$ cat src/rtl/cal_alarm_pkg.sv
// Package: shared constants and helpers for the calendar alarm block.
// Assumes BCD clock fields of at most eight bits and a three-bit weekday index.
package cal_alarm_pkg;
    localparam int DATA_W      = 8;
    localparam int NUM_FIELDS  = 4;
    localparam int NUM_BCD     = 3;
    localparam int ADDR_W      = 3;
    localparam int WDAY_W      = 3;
    localparam int DAYS        = 7;
    localparam int IGNORE_BIT  = 7;
    localparam int FLD_MIN     = 0;
    localparam int FLD_HOUR    = 1;
    localparam int FLD_DAY     = 2;
    localparam int FLD_WDAY    = 3;
    localparam int ADDR_CTRL   = 4;

    typedef logic [DATA_W-1:0] areg_t;

    // Bits of a BCD field that take part in the comparison.
    function automatic areg_t bcd_cmp_mask(input int fld);
        areg_t m;
        case (fld)
            FLD_MIN: m = areg_t'(8'h7f);
            default: m = areg_t'(8'h3f);
        endcase
        return m;
    endfunction
endpackage

$ cat src/rtl/cal_alarm_regs.sv
// Module: alarm register file with bus write, readback and a flag-clear strobe.
// Assumes one write per cycle; read data is combinational on bus_addr.
module cal_alarm_regs
    import cal_alarm_pkg::*;
#(
    parameter int D_W    = DATA_W,
    parameter int N_FLD  = NUM_FIELDS,
    parameter int A_W    = ADDR_W,
    parameter int CTRL_A = ADDR_CTRL
) (
    input  logic                      clk,
    input  logic                      rst_n,
    input  logic                      wr,
    input  logic [A_W-1:0]            addr,
    input  logic [D_W-1:0]            wdata,
    input  logic                      flag,
    output logic [N_FLD-1:0][D_W-1:0] regs,
    output logic                      clr_req,
    output logic [D_W-1:0]            rdata
);
    localparam logic [A_W-1:0] CTRL_SEL = A_W'(CTRL_A);

    for (genvar g = 0; g < N_FLD; g++) begin : g_reg
        localparam logic [A_W-1:0] SEL = A_W'(g);
        // Hold one alarm field; load it on a write to its address.
        always_ff @(posedge clk) begin
            if (!rst_n) begin
                regs[g] <= '0;
            end else if (wr && addr == SEL) begin
                regs[g] <= wdata;
            end
        end
    end

    // Request a flag clear when the control address is written with bit 0 low.
    always_comb begin
        clr_req = wr && (addr == CTRL_SEL) && !wdata[0];
    end

    // Select read data for the addressed register or the flag.
    always_comb begin
        rdata = '0;
        for (int i = 0; i < N_FLD; i++) begin
            if (addr == A_W'(i)) begin
                rdata = regs[i];
            end
        end
        if (addr == CTRL_SEL) begin
            rdata = {{(D_W-1){1'b0}}, flag};
        end
    end
endmodule

$ cat src/rtl/cal_alarm_cmp.sv
// Module: compares the alarm fields with the running clock fields.
// Assumes the BCD fields come in the order minute, hour, day and the weekday
// register is the last field; full_match is combinational.
module cal_alarm_cmp
    import cal_alarm_pkg::*;
#(
    parameter int D_W    = DATA_W,
    parameter int N_FLD  = NUM_FIELDS,
    parameter int N_BCD  = NUM_BCD,
    parameter int WD_W   = WDAY_W,
    parameter int N_DAYS = DAYS,
    parameter int IGN    = IGNORE_BIT
) (
    input  logic [N_FLD-1:0][D_W-1:0] regs,
    input  logic [N_BCD-1:0][D_W-1:0] cur_bcd,
    input  logic [WD_W-1:0]           cur_wday,
    output logic                      full_match,
    output logic                      all_masked
);
    localparam int WD_FLD = N_FLD - 1;

    logic [N_FLD-1:0] fld_hit;
    logic [N_FLD-1:0] fld_ign;

    for (genvar g = 0; g < N_BCD; g++) begin : g_bcd
        localparam logic [D_W-1:0] CMASK = D_W'(bcd_cmp_mask(g));
        // Match one BCD field under its compare mask or its ignore bit.
        always_comb begin
            fld_ign[g] = regs[g][IGN];
            fld_hit[g] = fld_ign[g] || ((regs[g] & CMASK) == (cur_bcd[g] & CMASK));
        end
    end

    // Match the weekday field by picking the mask bit of the current day.
    always_comb begin
        logic day_bit;
        day_bit = 1'b0;
        for (int i = 0; i < N_DAYS; i++) begin
            if (cur_wday == WD_W'(i)) begin
                day_bit = regs[WD_FLD][i];
            end
        end
        fld_ign[WD_FLD] = regs[WD_FLD][IGN];
        fld_hit[WD_FLD] = fld_ign[WD_FLD] || day_bit;
    end

    // Combine the per-field results.
    always_comb begin
        full_match = &fld_hit;
        all_masked = &fld_ign;
    end
endmodule

$ cat src/rtl/cal_alarm_flag.sv
// Module: sticky alarm flag with match edge detection, and the interrupt line.
// Assumes min_tick is a single-cycle pulse; a set beats a clear in one cycle.
module cal_alarm_flag (
    input  logic clk,
    input  logic rst_n,
    input  logic min_tick,
    input  logic full_match,
    input  logic all_masked,
    input  logic clr_req,
    input  logic irq_en,
    output logic flag,
    output logic irq_n
);
    logic prev_match;
    logic set_ev;

    // Remember whether the last tick matched.
    always_ff @(posedge clk) begin
        if (!rst_n) begin
            prev_match <= 1'b0;
        end else if (min_tick) begin
            prev_match <= full_match;
        end
    end

    // Set on a new match, or on every tick when every field is ignored.
    always_comb begin
        set_ev = min_tick && full_match && (!prev_match || all_masked);
    end

    // Update the sticky flag; a set wins over a clear.
    always_ff @(posedge clk) begin
        if (!rst_n) begin
            flag <= 1'b0;
        end else if (set_ev) begin
            flag <= 1'b1;
        end else if (clr_req) begin
            flag <= 1'b0;
        end
    end

    // Drive the active-low interrupt from the flag and the enable.
    always_comb begin
        irq_n = !(flag && irq_en);
    end
endmodule

$ cat src/rtl/cal_alarm_irq.sv
// Module: calendar alarm top. Joins the register file, the field comparator
// and the flag logic. Assumes the clock fields are stable while min_tick is high.
module cal_alarm_irq
    import cal_alarm_pkg::*;
#(
    parameter int D_W   = DATA_W,
    parameter int A_W   = ADDR_W,
    parameter int WD_W  = WDAY_W
) (
    input  logic           clk,
    input  logic           rst_n,
    input  logic           min_tick,
    input  logic [D_W-1:0] cur_min,
    input  logic [D_W-1:0] cur_hour,
    input  logic [D_W-1:0] cur_day,
    input  logic [WD_W-1:0] cur_wday,
    input  logic           bus_wr,
    input  logic [A_W-1:0] bus_addr,
    input  logic [D_W-1:0] bus_wdata,
    output logic [D_W-1:0] bus_rdata,
    input  logic           irq_en,
    output logic           alarm_flag,
    output logic           irq_n
);
    localparam int N_FLD = NUM_FIELDS;
    localparam int N_BCD = NUM_BCD;

    logic [N_FLD-1:0][D_W-1:0] regs;
    logic [N_BCD-1:0][D_W-1:0] cur_bcd;
    logic                      clr_req;
    logic                      full_match;
    logic                      all_masked;

    // Gather the BCD clock fields in register order.
    always_comb begin
        cur_bcd[FLD_MIN]  = cur_min;
        cur_bcd[FLD_HOUR] = cur_hour;
        cur_bcd[FLD_DAY]  = cur_day;
    end

    cal_alarm_regs #(
        .D_W(D_W), .N_FLD(N_FLD), .A_W(A_W), .CTRL_A(ADDR_CTRL)
    ) u_regs (
        .clk(clk), .rst_n(rst_n), .wr(bus_wr), .addr(bus_addr),
        .wdata(bus_wdata), .flag(alarm_flag), .regs(regs),
        .clr_req(clr_req), .rdata(bus_rdata)
    );

    cal_alarm_cmp #(
        .D_W(D_W), .N_FLD(N_FLD), .N_BCD(N_BCD), .WD_W(WD_W),
        .N_DAYS(DAYS), .IGN(IGNORE_BIT)
    ) u_cmp (
        .regs(regs), .cur_bcd(cur_bcd), .cur_wday(cur_wday),
        .full_match(full_match), .all_masked(all_masked)
    );

    cal_alarm_flag u_flag (
        .clk(clk), .rst_n(rst_n), .min_tick(min_tick),
        .full_match(full_match), .all_masked(all_masked),
        .clr_req(clr_req), .irq_en(irq_en),
        .flag(alarm_flag), .irq_n(irq_n)
    );
endmodule

$ cat config.mk
export PLATFORM = sky130hd
export DESIGN_NAME = cal_alarm_irq
export DESIGN_NICKNAME = d
export VERILOG_FILES = /design/src/rtl/cal_alarm_pkg.sv /design/src/rtl/cal_alarm_regs.sv /design/src/rtl/cal_alarm_cmp.sv /design/src/rtl/cal_alarm_flag.sv /design/src/rtl/cal_alarm_irq.sv
export SDC_FILE = /design/constraint.sdc
export NUM_CORES = 1
export LEC_CHECK = 0
export CORE_ASPECT_RATIO = 1.4
export CORE_MARGIN = 2
export CORE_UTILIZATION = 50
export CTS_BUF_LIST = sky130_fd_sc_hd__clkbuf_16
export CTS_CLUSTER_SIZE = 20
export DETAILED_ROUTE_END_ITERATION = 6
export PLACE_DENSITY_LB_ADDON = 0.3
export RECOVER_POWER = 50
export SLEW_MARGIN = 20
export SYNTH_ARGS = -nofsm -noshare
export SYNTH_HDL_FRONTEND = slang
export SYNTH_SLANG_ARGS = --single-unit
export TNS_END_PERCENT = 10
$ cat constraint.sdc
create_clock -name clk -period 3.5 [get_ports clk]
set_input_delay 0.525 -clock clk [delete_from_list [all_inputs] [get_ports clk]]
set_output_delay 0.525 -clock clk [all_outputs]
set_load 0.02 [all_outputs]
Word level (Yosys, flattened, before mapping) --
Cells that the tools add are included.
Word-level totals: bits of input ports 43, bits in registers 34
Operators by class: mux-type cells 14, reduce and logical (&&, ||, !) cells 22, equal/unequal tests 13
Operator list (number):
- $mux W8 | 5
- $eq A3 B2 Y1 const B | 4
- $eq A3 B3 Y1 const B | 4
- $eq A6 B6 Y1 | 2
- $logic_and A1 B1 Y1 | 9
- $mux W1 | 9
- $reduce_and A4 Y1 | 2
- $eq A7 B7 Y1 | 1
- $eq A3 B1 Y1 const B | 2
- $logic_not A3 Y1 | 2
- $logic_or A1 B1 Y1 | 5
- $logic_not A1 Y1 | 3
- $reduce_bool A2 Y1 | 1

Logic depth before layout (Yosys ltp) --
Gate-level depths: netlist of run 1.
depth in word-level cells 13, gate-level depth with buffers 6, mapped depth without buffers 6

Cells and area by module --
Synthesis of run 1 repeated with hierarchy kept, for this count alone.
Second synthesis, totals: cell total of the unflattened synthesis 192, area total of the unflattened synthesis 1833.0 µm²
By module, submodules not included:
- cal_alarm_regs | cells each 149, area an instance 1465.2 µm², times used 1
- cal_alarm_cmp | cells each 33, area an instance 280.3 µm², times used 1
- cal_alarm_flag | cells each 10, area an instance 87.6 µm², times used 1

Least setup slack after synthesis of run 1 --
Ideal clock, no wire load.
path kind input to output, start point input bus_addr[0], end point output bus_rdata[3], arrival 1.496 ns, setup slack 1.479 ns, path buffers 2, stages on the path 4, cell sequence buf_4 > buf_6 > mux4_2 > nor2b_1
Between the ends: cells in the longest elaborated chain, start to end 6, elaborated cells on any way between the ends 10, those cells by class eq/ne (4); mux (5); reduce/logical (1)
RTL lines:
- start: declaration | line cal_alarm_irq.sv:18 | input logic [A_W-1:0] bus_addr,
- $logic_not A3 Y1 | line cal_alarm_regs.sv:44 | if (addr == A_W'(i)) begin
- $mux W8 (4 in series) | line cal_alarm_regs.sv:44
- $mux W8 (*) | line cal_alarm_regs.sv:48 | if (addr == CTRL_SEL) begin
- end: declaration | line cal_alarm_irq.sv:20 | output logic [D_W-1:0] bus_rdata,
Every way passes the cells marked *; elsewhere a longest branch is shown, timed or not.

Worst setup path after layout of run 1 --
start point input bus_addr[0], end point output bus_rdata[7]
Same word-level chain as after synthesis.

==> results of run 1 <==
cell usage in the layout (no fill, tap or decap):
cell              n
nand4_1           2
clkbuf_1          1
o22ai_1           1
a41o_1            1
mux2i_1          10
nor3b_1           1
mux4_2            7
xor2_1           12
clkbuf_16         5
nand3_1           2
o21ai_1           1
clkdlybuf4s50_1  45
a31oi_1           3
and2_0            1
o221ai_1          1
clkinv_2          1
a21oi_1           1
xnor2_1           7
buf_4             3
or3_1             1
nand2b_1          3
inv_1             1
or2_2             1
clkinv_1          1
nor4_1            3
nor2b_1          16
dlygate4sd3_1     2
a21boi_0         24
nor2_1            6
o21ai_0           1
dfxtp_1          34
mux4_1            1
a21boi_1          1
nor3_4            1
nand2_1          55
flip-flops by register name (all words and copies together), names as in the netlist:
name	count
u_flag.flag	1
u_flag.prev_match	1
u_regs.regs	32
cell families (layout without fill, tap and decap cells):
| kind of cell | after synthesis | after routing | synth area share (%) |
|---|---|---|---|
| muxes | 18 | 18 | 15.1 |
| xor gates and xnor gates | 19 | 19 | 8.85 |
| DFF | 34 | 34 | 36.2 |
| and+or+nand+nor | 92 | 92 | 23.4 |
| buffers and inverters | 12 | 59 | 3.39 |
| AOI/OAI and AO/OA | 34 | 34 | 13.1 |
area by class of cell:
type                       count  share of cell area [%]
timing repair buffer          51                    19.9
sequential                    34                    27.3
tap                           42                    2.11
clock buffer                   5                    5.01
multi-input combinational    163                    45.2
clock inverter                 3                   0.501
layer usage:
layer | GRT usage, % | part of all wire (%) | wire length, µm | up-vias
li1 | - | - | - | 810
met1 | 29.1 | 43 | 1990 | 765
met2 | 36.4 | 49 | 2240 | 48
met3 | 6.62 | 4.9 | 223 | 13
met4 | 11.0 | 3.1 | 144 | 0
met5 | 0 | 0 | 0 | -
power by group:
group	internal [µW]	leakage, µW	switching, µW
sequential	395	0.000275	7.72
combinational	71.0	0.000531	50.2
clock	257	0.0000724	158
worst min-delay path, delay by kind of cell (launching register included):
family	cells	cell delay, ns
and+or+nand+nor	1	0.05
DFF	1	0.30
AOI/OAI and AO/OA	1	0.07
through the flow:
stage	instance area, µm²	utilization [%]	cells	setup slack (ns)	power, µW
6_report	2500	68.5	298	0.392	939
5_1_grt	2500	68.5	298	0.328	975
4_1_cts	2510	68.8	298	0.380	944
3_5_place_dp	2370	65.0	290	0.386	534
3_3_place_gp	2370	65.0	290	0.412	532
2_1_floorplan	1880	-	209	1.48	468
path summary, 6_finish.rpt:
check / startpoint / endpoint
setup / recovery: bus_addr[0] / bus_rdata[7]
hold reg to reg: u_regs.regs[14]$_SDFFE_PN0P_ / u_regs.regs[14]$_SDFFE_PN0P_
hold / removal: u_regs.regs[14]$_SDFFE_PN0P_ / u_regs.regs[14]$_SDFFE_PN0P_
setup reg to reg: u_regs.regs[10]$_SDFFE_PN0P_ / u_flag.flag$_SDFFE_PN0P_
==> results.txt, run 1 <==
- In the finished design, the share of the clock period the worst path needs comes to 88.8%.
- Summing all multi-input logic gate instances after layout gives 1130 µm².
* Vert. Die Dim: 76.6 µm
- Share of post-route cells with drive strength above 1: 7.03%
- Top-count cell post-synth: nand2_1
- After legalization and detailed placement, the total HPWL measured 3490 µm.
- In this run the mean area of a mapped cell was 9.00 µm².
- For the pin with the worst max-slew slack, the measured transition is 0.991 ns.
- Post-synthesis net count: 252
- Drt initial violations: 33
* Class of the tightest hold or removal check: reg -> reg
- Highest fanout seen on the critical path: 8
- Fillers: 315
- For this design, the sink count on the clock tree is 34.
* Cell with the most instances on the worst path: clkdlybuf4s50_1
- Initial standard-cell utilization of the core: 51.6%
- The critical path runs through a total of 5 cells.
- Largest net degree at the start of global routing: 36
* FF/Latch Area: 681 µm²
- In the post-synthesis netlist, the biggest area contributors are dfxtp_1 36%, nand2_1 11%, a21boi_0 9.2%, mux4_2 8.4%, xor2_1 5.6%.
- The longest clock path from root to sink contains 2 buffers.
- The count of buffers added on input and output ports is 47.
- Number of core rows: 26
- Number of warning messages in the yosys log: 0
- Clock latency on the worst-skew pair, taken at its later pin, is 0.28 ns.
* Syn Inst Count: 209
- CP bufs+invs: 3
- Global routing consumed, over all layers together, 23.2% of the routing resources.
- 0 antenna diodes ended up in the layout.
- Counting flops and latches in the post-synthesis netlist gives 34.
- Clock slew seen by the registers of the worst setup and hold paths: 0.05 ns
- Antenna violations before repair: 0
- The worst-case IR drop observed on VDD is 337 µV.
- Clock skew on the completed layout was measured at 0.00377 ns.
* LEAKAGE: 0.000879 µW
- In this run the register-to-register setup slack is 1.98 ns.
- Biggest cell delay along the critical path: 0.58 ns
* Total clock buffers created by CTS: 5
- Relative to the synthesized area, the layout overhead comes to 32.7%.
- In this run the power density over the cells is 376 nW/µm².
- Final TNS setup: 0 ns
* Count of final max-slew check failures: 0
- The synthesized design contains 0 enable-type register cells.
- Post-layout nets: 298
* Part of the Yosys area used for sequential elements: 36.2%
* Max-cap violations: 0
- Status: finished clean
- Remaining number of nets flagged by the antenna check after routing: 0
- Cell-by-cell trace of the critical path: clkdlybuf4s50_1 > buf_4 > mux4_2 > nor2b_1 > clkdlybuf4s50_1
* Library cell contributing the largest single delay on the critical path: clkdlybuf4s50_1
- Number of gates resized after CTS: 0
* Highest Clock Rate: 322 MHz
- The total overflow left after global routing is 0.
- By startpoint and endpoint, the worst setup path is classified as in -> out.
* Logic depth of the worst register-to-register path: 6
- Hold Path Depth: 2
- STA classifies the critical path startpoint as a primary input.
- Cell family with most CP delay: buffers and inverters
* Ys async rst share: 0%
- In the routed design, unresolved DRC markers number 0.
* CTS tree: yes
* Netlist area before placement: 1880 µm²
* Final wirelength: 4600 µm
- Count of different cell masters after synthesis: 31
* Max_slew headroom: 33.7%
- Master cell of the clock root buffer: clkbuf_16
- Cell type contributing the most total cell area after synthesis: dfxtp_1
- Endpoint type of the worst setup path: primary output
- Buffers added to address setup during post-CTS repair amount to 0.
* Routed wire length per instance: 15.4 µm
- The core region is 3640 µm².
- Routed via count divided by cell count: 5.49
- The die covers 4270 µm².
- The first global-routing pass estimated 7680 µm of wire.
- The number of hold violations in the final report is 0.
- Boundary pin count: 53
- Via count: 1636
- Setup violations remaining at the end of the flow were counted as 0.
- Data on the critical path is required at its endpoint by 2.97 ns.
* Die extent in x: 55.8 µm
- Summed over its instances, the top area cell type makes up 36.2% of the synthesized netlist area.
- First-pass iteration count of the detailed router: 4
* Top post-synthesis cells by count: 55 x nand2_1, 34 x dfxtp_1, 23 x a21boi_0
- Cts-stage hold buffer count: 0
- On the final layout, the worst hold slack is 0.481 ns.
* Time the final worst path needs with I/O delays and setup: 3.11 ns
- The via count of the first global-routing pass was 1573.
- Among all flip-flop cells after synthesis, the most frequent one is dfxtp_1.
* Global placer's final weighted congestion: 0.845
- CTS built an H-tree with a depth of 2.
- STA puts the critical path data arrival time at 2.58 ns.
- Setup repair after global routing left no endpoint under its margin.
Note: power is estimated with default switching activity, not from simulation.
==> run 2, diff against run 1 <==
--- a/config.mk
+++ b/config.mk
@@ -7,7 +7,7 @@
 export LEC_CHECK = 0
 export CORE_ASPECT_RATIO = 1.4
 export CORE_MARGIN = 2
-export CORE_UTILIZATION = 50
+export CORE_UTILIZATION = 51
 export CTS_BUF_LIST = sky130_fd_sc_hd__clkbuf_16
 export CTS_CLUSTER_SIZE = 20
 export DETAILED_ROUTE_END_ITERATION = 6
==> run 2 against run 1 <==
  * Die area fell by 1.8%
  * Critical endpoint is now bus_rdata[0]
  * Clock-buffer cell count is the same
  * Routed wire length fell by 1.3%
  * Largest power group unchanged
  * Global-route usage grew 0.41 points
==> results.txt, run 2 (same netlist as run 1, synthesis figures left out) <==
- Initial standard-cell utilization of the core: 52.6%
* Largest registers: u_regs.regs (32), u_flag.flag (1), u_flag.prev_match (1)
- In this run the worst hold path is classified as reg -> reg.
- Cts-stage hold buffer count: 0
- Max FFs per register: 32
- In this run, the number of DRC markers left after iteration 0 of detailed routing was 62.
* CTS tree: yes
* Post-detailed-route DRC marker count: 0
- Master cell of the clock root buffer: clkbuf_16
* Time the final worst path needs with I/O delays and setup: 3.07 ns
- Boundary pin count: 53
* Largest net degree at the start of global routing: 36
- Die area: 4200 µm²
- The total overflow left after global routing is 0.
- Final wirelength: 4530 µm
- Number of gates resized after CTS: 0
* FF/Latch Area: 681 µm²
- CP Data Arrival Time: 2.54 ns
- Total power per unit cell area: 375 nW/µm²
- Together, buffers and inverters on the worst path number 3.
- Area overhead of the layout relative to synthesis: 32.5%
- After clock tree synthesis, the setup repair step added 0 buffers.
- The longest clock path from root to sink contains 2 buffers.
- In the layout the commonest cells are 55 x nand2_1, 45 x clkdlybuf4s50_1, 34 x dfxtp_1.
* Clock latency reported for the late side of the worst-skew pair: 0.28 ns
- Count of endpoints failing hold in the final timing report: 0
- HPWL after detailed placement: 3420 µm
- Number of core rows: 26
- Highest Clock Rate: 326 MHz
- Final TNS setup: 0 ns
- Max_slew headroom: 31.5%
* Number of diodes: 0
* Global-route wire length before repair: 7610 µm
- Total clock buffers created by CTS: 5
- In this run the number of H-tree levels came out at 2.
- First-pass iteration count of the detailed router: 4
* Register containing the most flip-flops in the final layout: u_regs.regs
* Setup violation total in the final timing report: 0
- Worst vdd rail ir drop: 373 µV
- Total track usage: 23.6%
- Share of post-route cells with drive strength above 1: 6.64%
- Routed via count divided by cell count: 5.50
- After detailed routing, the average wire length per cell comes to 15.2 µm.
* Count of final max-slew check failures: 0
- The library cell used most frequently in the layout, excluding fill and tap cells, is nand2_1.
- Antenna violations before repair: 0
* LEAKAGE: 0.000875 µW
* Highest fanout seen on the critical path: 11
* Global placer's final weighted congestion: 0.868
- Cell family with most CP delay: buffers and inverters
- Fill cells in the final layout number 290.
- Vert. Die Dim: 75.9 µm
- Worst Max-Slew Pin Slew: 1.02 ns
* Share of the clock period used by the worst path: 87.7%
* Number of sinks on the clock net: 34
- STA classifies the critical path endpoint as a primary output.
- The worst setup path is launched from a primary input.
- Area of the multi-input gates: 1130 µm²
* Port Buffer Count: 47
* Remaining number of nets flagged by the antenna check after routing: 0
* Biggest cell delay along the critical path: 0.63 ns
* CP required: 2.97 ns
- The via count of the first global-routing pass came to 1585.
- Clock slew seen by the registers of the worst setup and hold paths: 0.05 ns
* Cell-by-cell trace of the critical path: dlygate4sd3_1 > clkbuf_1 > nor2b_1 > a21oi_1 > o22ai_1 > clkdlybuf4s50_1
- Standard cell core area: 3580 µm²
- Status: finished clean
- Max-cap violations: 0
- The critical path is of the in -> out type.
- Post-layout nets: 298
- Measured along the x axis, the die boundary spans 55.3 µm.
* Fin Hold WS: 0.490 ns
- Clock Skew: 0.00271 ns
- Via count: 1638
* Library cell contributing the largest single delay on the critical path: clkdlybuf4s50_1
- RSZ-0062 raised after global routing: no
run 2: cell type report:
type / count / area share [%]
Sequential cell: 34 / 27.3
Tap cell: 42 / 2.11
Timing Repair Buffer: 51 / 19.8
Clock buffer: 5 / 5.02
Clock inverter: 3 / 0.502
Multi-Input combinational cell: 163 / 45.3
run 2: worst reg2reg max path, stage by stage, from the launching register on:
cell,delay (ns)
dfxtp_1,0.33
xor2_1,0.16
nor4_1,0.44
a31oi_1,0.17
nor2_1,0.12
nand4_1,0.12
a21boi_0,0.17
run 2: through the flow:
| step | instances | worst slack, ns | utilization [%] | area [µm²] | total power, µW |
|---|---|---|---|---|---|
| 6_report | 298 | 0.431 | 69.7 | 2490 | 934 |
| 2_1_floorplan | 209 | 1.48 | - | 1880 | 468 |
| 5_1_grt | 298 | 0.317 | 69.7 | 2490 | 968 |
| 3_5_place_dp | 290 | 0.467 | 66.2 | 2370 | 533 |
| 4_1_cts | 298 | 0.476 | 70.1 | 2510 | 939 |
| 3_3_place_gp | 290 | 0.485 | 66.2 | 2370 | 532 |
run 2: final timing paths:
check	slack, ns	cells past startpoint	to	from
min	0.49	2	u_regs.regs[14]$_SDFFE_PN0P_	u_regs.regs[14]$_SDFFE_PN0P_
max	0.43	6	bus_rdata[0]	bus_addr[2]
max reg2reg	1.91	6	u_flag.prev_match$_SDFFE_PN0P_	u_regs.regs[18]$_SDFFE_PN0P_
min reg2reg	0.49	2	u_regs.regs[14]$_SDFFE_PN0P_	u_regs.regs[14]$_SDFFE_PN0P_
run 2: routing by layer:
metal / global-route usage, % / part of all wire [%] / routed length (µm)
met2: 41.4 / 52 / 2340
met5: 0 / 0 / 0
met1: 28.7 / 41 / 1840
met3: 6.79 / 6.6 / 300
met4: 6.23 / 1.2 / 53
run 2: report_power, final:
part           leakage, µW  switching, µW  internal, µW
sequential        0.000275           7.42           395
clock            0.0000724            153           257
combinational     0.000528           51.0          70.5
total             0.000875            211           722
